===== src/rtl/irq_hub_pkg.sv =====
// Shared constants for the interrupt hub: register offsets and field widths.
// Assumes byte addresses with word-aligned accesses.
package irq_hub_pkg;
    localparam int PRIO_W      = 3;
    localparam int WORD_W      = 32;
    localparam int REGION_LSB  = 12;
    localparam int REG_PRIO    = 0;         // region index of priority words
    localparam int REG_PEND    = 1;         // region index of pending words
    localparam int REG_EN      = 2;         // region index of enable words
    localparam int OFF_THRESH  = 'h200000;
    localparam int OFF_CLAIM   = 'h200004;
endpackage


===== src/rtl/irq_hub_gate.sv =====
// Per-source gateway: latches a level into a pending flag, and holds the
// source in service from claim until completion. Assumes that claim and
// completion are never given for the same ID in the same cycle.
module irq_hub_gate #(
    parameter int ID   = 1,
    parameter int ID_W = 6
) (
    input  logic            clk,
    input  logic            rst_n,
    input  logic            level,
    input  logic            claim_fire,
    input  logic [ID_W-1:0] claim_id,
    input  logic            done_fire,
    input  logic [ID_W-1:0] done_id,
    output logic            pend,
    output logic            busy
);
    logic claim_me;
    logic done_me;

    // Decode whether this cycle's claim or completion names this source.
    always_comb begin
        claim_me = claim_fire && (claim_id == ID_W'(ID));
        done_me  = done_fire && (done_id == ID_W'(ID)) && busy;
    end

    // Pending / in-service state machine.
    always_ff @(posedge clk) begin
        if (!rst_n) begin
            pend <= 1'b0;
            busy <= 1'b0;
        end else if (claim_me) begin
            pend <= 1'b0;
            busy <= 1'b1;
        end else if (done_me) begin
            busy <= 1'b0;
        end else if (level && !busy) begin
            pend <= 1'b1;
        end
    end
endmodule


===== src/rtl/irq_hub_arb.sv =====
// Priority arbiter: picks the eligible source with the highest priority
// above the threshold; the lowest ID wins ties. Purely combinational.
module irq_hub_arb
    import irq_hub_pkg::*;
#(
    parameter int NSRC = 52,
    parameter int ID_W = 6
) (
    input  logic [NSRC:0]             pend,
    input  logic [NSRC:0]             en,
    input  logic [NSRC:0][PRIO_W-1:0] prio,
    input  logic [PRIO_W-1:0]         thresh,
    output logic [ID_W-1:0]           best_id,
    output logic                      req
);
    logic [PRIO_W-1:0] best_p;

    // Scan from ID 1 upward; a strict compare keeps the lowest ID on ties.
    always_comb begin
        best_p  = thresh;
        best_id = '0;
        for (int i = 1; i <= NSRC; i++) begin
            if (pend[i] && en[i] && (prio[i] > best_p)) begin
                best_p  = prio[i];
                best_id = ID_W'(i);
            end
        end
        req = (best_id != '0);
    end
endmodule


===== src/rtl/irq_hub.sv =====
// Interrupt hub top: register bus decode, priority/enable/threshold storage,
// one gateway per source and the arbiter. Assumes single-cycle bus strobes
// and ADDR_W >= 22. Read data returns one cycle after the strobe.
module irq_hub
    import irq_hub_pkg::*;
#(
    parameter int NSRC   = 52,
    parameter int ADDR_W = 22
) (
    input  logic              clk,
    input  logic              rst_n,
    input  logic [NSRC:0]     src_level,
    input  logic              bus_sel,
    input  logic              bus_wr,
    input  logic [ADDR_W-1:0] bus_addr,
    input  logic [31:0]       bus_wdata,
    output logic [31:0]       bus_rdata,
    output logic              bus_rvalid,
    output logic              ext_irq
);
    localparam int ID_W   = $clog2(NSRC + 1);
    localparam int NWORDS = (NSRC + WORD_W) / WORD_W;
    localparam int REG_HI = ADDR_W - REGION_LSB;

    logic [NSRC:0][PRIO_W-1:0] prio_q;
    logic [NSRC:0]             en_q;
    logic [PRIO_W-1:0]         thr_q;
    logic [NSRC:0]             pend_vec;
    logic [NSRC:0]             busy_vec;
    logic [ID_W-1:0]           best_id;
    logic [REG_HI-1:0]         region;
    logic [9:0]                slot;
    logic [4:0]                word;
    logic                      prio_sel, pend_sel, en_sel, thr_sel, claim_sel;
    logic                      claim_rd, claim_fire, done_fire;
    logic [31:0]               rd_next;

    // Address decode into register groups.
    always_comb begin
        region    = bus_addr[ADDR_W-1:REGION_LSB];
        slot      = bus_addr[11:2];
        word      = bus_addr[6:2];
        prio_sel  = (region == REG_HI'(REG_PRIO));
        pend_sel  = (region == REG_HI'(REG_PEND)) && (bus_addr[11:7] == '0);
        en_sel    = (region == REG_HI'(REG_EN)) && (bus_addr[11:7] == '0);
        thr_sel   = (bus_addr[ADDR_W-1:2] == (ADDR_W-2)'(OFF_THRESH >> 2));
        claim_sel = (bus_addr[ADDR_W-1:2] == (ADDR_W-2)'(OFF_CLAIM >> 2));
        claim_rd   = bus_sel && !bus_wr && claim_sel;
        claim_fire = claim_rd && (best_id != '0);
        done_fire  = bus_sel && bus_wr && claim_sel
                     && (bus_wdata[31:ID_W] == '0);
    end

    // Writable configuration: priorities, enables and threshold.
    always_ff @(posedge clk) begin
        if (!rst_n) begin
            prio_q <= '0;
            en_q   <= '0;
            thr_q  <= '0;
        end else if (bus_sel && bus_wr) begin
            for (int i = 1; i <= NSRC; i++) begin
                if (prio_sel && (slot == 10'(i)))
                    prio_q[i] <= bus_wdata[PRIO_W-1:0];
                if (en_sel && (word == 5'(i / WORD_W)))
                    en_q[i] <= bus_wdata[i % WORD_W];
            end
            if (thr_sel)
                thr_q <= bus_wdata[PRIO_W-1:0];
        end
    end

    // One gateway per source; ID 0 is tied off.
    assign pend_vec[0] = 1'b0;
    assign busy_vec[0] = 1'b0;
    for (genvar g = 1; g <= NSRC; g++) begin : g_gate
        irq_hub_gate #(.ID(g), .ID_W(ID_W)) u_gate (
            .clk       (clk),
            .rst_n     (rst_n),
            .level     (src_level[g]),
            .claim_fire(claim_fire),
            .claim_id  (best_id),
            .done_fire (done_fire),
            .done_id   (bus_wdata[ID_W-1:0]),
            .pend      (pend_vec[g]),
            .busy      (busy_vec[g])
        );
    end

    irq_hub_arb #(.NSRC(NSRC), .ID_W(ID_W)) u_arb (
        .pend   (pend_vec),
        .en     (en_q),
        .prio   (prio_q),
        .thresh (thr_q),
        .best_id(best_id),
        .req    (ext_irq)
    );

    // Read data multiplexer.
    always_comb begin
        rd_next = '0;
        if (prio_sel) begin
            for (int i = 1; i <= NSRC; i++)
                if (slot == 10'(i))
                    rd_next = {{(32-PRIO_W){1'b0}}, prio_q[i]};
        end else if (pend_sel || en_sel) begin
            for (int i = 1; i <= NSRC; i++)
                if ((word == 5'(i / WORD_W)) && (word < 5'(NWORDS)))
                    rd_next[i % WORD_W] = pend_sel ? pend_vec[i] : en_q[i];
        end else if (thr_sel) begin
            rd_next = {{(32-PRIO_W){1'b0}}, thr_q};
        end else if (claim_sel) begin
            rd_next = 32'(best_id);
        end
    end

    // Registered read return.
    always_ff @(posedge clk) begin
        if (!rst_n) begin
            bus_rdata  <= '0;
            bus_rvalid <= 1'b0;
        end else begin
            bus_rvalid <= bus_sel && !bus_wr;
            if (bus_sel && !bus_wr)
                bus_rdata <= rd_next;
        end
    end
endmodule


===== config.mk =====
export PLATFORM = sky130hd
export DESIGN_NAME = irq_hub
export DESIGN_NICKNAME = d
export VERILOG_FILES = /design/src/rtl/irq_hub_pkg.sv /design/src/rtl/irq_hub_gate.sv /design/src/rtl/irq_hub_arb.sv /design/src/rtl/irq_hub.sv
export SDC_FILE = /design/constraint.sdc
export NUM_CORES = 1
export LEC_CHECK = 0
export ABC_AREA = 1
export BUFFER_PORTS_ARGS = -buffer_cell sky130_fd_sc_hd__buf_2
export CAP_MARGIN = 5
export CORE_MARGIN = 2
export CORE_UTILIZATION = 53
export DETAILED_ROUTE_END_ITERATION = 6
export GPL_ROUTABILITY_DRIVEN = 0
export PLACE_DENSITY = 0.74
export SYNTH_ARGS = -nofsm -noshare
export SYNTH_HDL_FRONTEND = slang
export SYNTH_HIERARCHICAL = 1
export SYNTH_SLANG_ARGS = --single-unit
export TNS_END_PERCENT = 100

===== constraint.sdc =====
create_clock -name clk -period 66.1 [get_ports clk]
set_input_delay 13.22 -clock clk [delete_from_list [all_inputs] [get_ports clk]]
set_output_delay 13.22 -clock clk [all_outputs]
set_load 0.05 [all_outputs]

==> metrics.txt <==
Power Dens Cells=16.4 mW/mm^2; period utilization=0.951; Routed WL per cell=approximately 16 microns; Die X=about 220 microns; Reg2Reg Depth=between 300 and 400; worst vdd ir=slightly above 0.02 mV; CTS Buf Count=40; Core ar.=around 0.047 sq mm; Critical Path Source Type=flip-flop; global-route wire length before repair=128 mm; Slew @ Worst Pin=1.20 ns; total track usage=0.323; CTS tree=done; vias per inst=approximately 5.4; Syn Inst Count=4,120; CP max FO=6; First-pass DRT Iterations=6; Clock transition at path regs=approximately 0.06 ns; grt ovf=0; nets=4,578; Final Hold Violating Endpoints=0; Syn Nets=4,289; mapped cell area=between 0.02 and 0.025 sq mm; Clk pwr share=0.499; initial core utilization=0.536; Top Layer Used=met5; min Tclk post-route=roughly 63 ns; Sinks on Clock Net=about 350; max_cap viols=0; crit path DAT=49.63 ns; placed cells=4,957; Final TNS setup=0 ns; Slowest Stage Delay on Critical Path=between 0.3 and 0.4 ns; Via Count=27,400; status=finished, final reports clean; worst skew pair latency=between 0.5 and 0.6 ns; Clock Path Buffers=3; sequential power share=0.443; clock skew=roughly 0.029 ns; Critical Path Sink Type=output pin; Hold Path Class=reg2reg; commonest non-fill, non-tap cell in the layout=nand2_1; end of the critical path=ext_irq; RR Endpoint=g_gate[4].u_gate/pend; Crit-path slowest cell=dfxtp_4; fraction of layout cells with a size suffix above 1=0.214; vias in the first global route=~25,000; pin count of the biggest net entering global routing=between 100 and 150; Int Pwr=~0.00037 W; Site Rows=79; height of the die=221 microns; Port Buffer Count=approximately 140; H-tree Lvls=2; antenna-violating nets left=0; Max Fclk=approximately 0.016 GHz; Cell Count, Final, Fillers Out=5,047; commonest cells after routing, fill and taps aside=nand2_1, inv_1, nor2_1, a21oi_1, dfxtp_1; initial antenna violation count=7; Hold Slack=0.455 ns; critical path's most frequent cell=nand2_2; Met3 Routed Length=~7.0 mm; leakage power=about 13 nW; M1 wire length=approximately 36 mm; Avg Inst Size Synth=approximately 6.1 sq um; Critical path origin=prio_q[3]; Setup CP Type=reg2out; Final Setup Violations=0; Pins Over Slew Limit=0; initial drt markers=between 2,000 and 2,500; DRC viols=0; Area Growth Syn to Fin=18.8%; met2 WL post-DR=around 37 mm; YS warnings=6; die area=~0.049 sq mm; sw power=between 0.0001 and 0.00015 W; Final HPWL DP=~57 mm; io pins=roughly 150; final WL=approximately 83 mm; combinational power share=0.058; CTS root buffer=clkbuf_16; Critical R2R Launch=prio_q[3]; switching share of power=0.245; Critical Path RT=between 50 and 60 ns; r2r setup slk=14.57 ns; Slew HR=0.201
-- cell type report --
cell class / instances / area (sq um)
diodes: 2 / 5.00
clock buffers: 51 / 1120
clock inverters: 20 / 294
fillers: 4284 / 16900
inverters: 727 / 2750
multi-input cells: 2960 / 15600
flip-flops and latches: 348 / 6970
well taps: 607 / 759
repair buffers: 332 / 2150
-- registers in the layout, summed over array words and instances, names as in the netlist --
| signal | flops |
|---|---|
| prio_q | 156 |
| en_q | 52 |
| bus_rvalid | 1 |
| g_gate.u_gate/busy | 52 |
| bus_rdata | 32 |
| g_gate.u_gate/pend | 52 |
| thr_q | 3 |
-- routing by layer --
layer / track usage / vias up
met5: 0 / -
met4: 0.141 / 10
met3: 0.0509 / 198
met2: 0.507 / 1122
met1: 0.437 / 12400
li1: - / 13700
-- worst min path at each step --
stage / depth (start not counted) / from / slack (ns) / endpoint
detailed placement: 2 / g_gate[20].u_gate/busy / 0.45 / g_gate[20].u_gate/busy
floorplan: 2 / g_gate[10].u_gate/busy / 0.43 / g_gate[10].u_gate/busy
finish: 2 / g_gate[20].u_gate/busy / 0.45 / g_gate[20].u_gate/busy
global placement: 2 / g_gate[20].u_gate/busy / 0.44 / g_gate[20].u_gate/busy
global route: 2 / g_gate[10].u_gate/busy / 0.47 / g_gate[10].u_gate/busy
CTS: 2 / g_gate[20].u_gate/busy / 0.46 / g_gate[20].u_gate/busy
-- power by group through the flow --
| stage | sequential (W) | clock [W] | combinational (W) |
|---|---|---|---|
| 2_1_floorplan | 0.000219 | 0 | 0.0000137 |
| 3_3_place_gp | 0.000220 | 0 | 0.0000271 |
| 3_5_place_dp | 0.000220 | 0 | 0.0000274 |
| 4_1_cts | 0.000215 | 0.000244 | 0.0000275 |
| 5_1_grt | 0.000216 | 0.000253 | 0.0000307 |
| 6_report | 0.000216 | 0.000243 | 0.0000283 |
-- critical path: cells and delay by family (launching register included) --
kind,cells,cell delay [ns]
buffers and inverters,12,1.21
adder cells (fa/ha/maj),52,14.29
flip-flops,1,0.36
AND/OR/NAND/NOR,261,26.62
AO/OA/AOI/OAI,67,6.42
-- per-stage QoR --
| stage | total power [W] | setup WS (ns) | utilization | instance area, sq um |
|---|---|---|---|---|
| after floorplan | 0.000232 | 2.15 | - | 25000 |
| after global placement | 0.000247 | 0.157 | 0.590 | 27500 |
| after detailed placement | 0.000247 | -0.500 | 0.590 | 27500 |
| after CTS | 0.000487 | 0.0606 | 0.620 | 28900 |
| after global routing | 0.000499 | -0.558 | 0.637 | 29600 |
| final | 0.000487 | 3.25 | 0.637 | 29600 |
-- what timing repair did --
action,CTS,global route
setup endpoints to repair,1,1
pin swaps,0,73
buffers inserted,0,17
gates resized for setup,16,192
hold buffers,0,0
(Power assumes the default switching activity.)
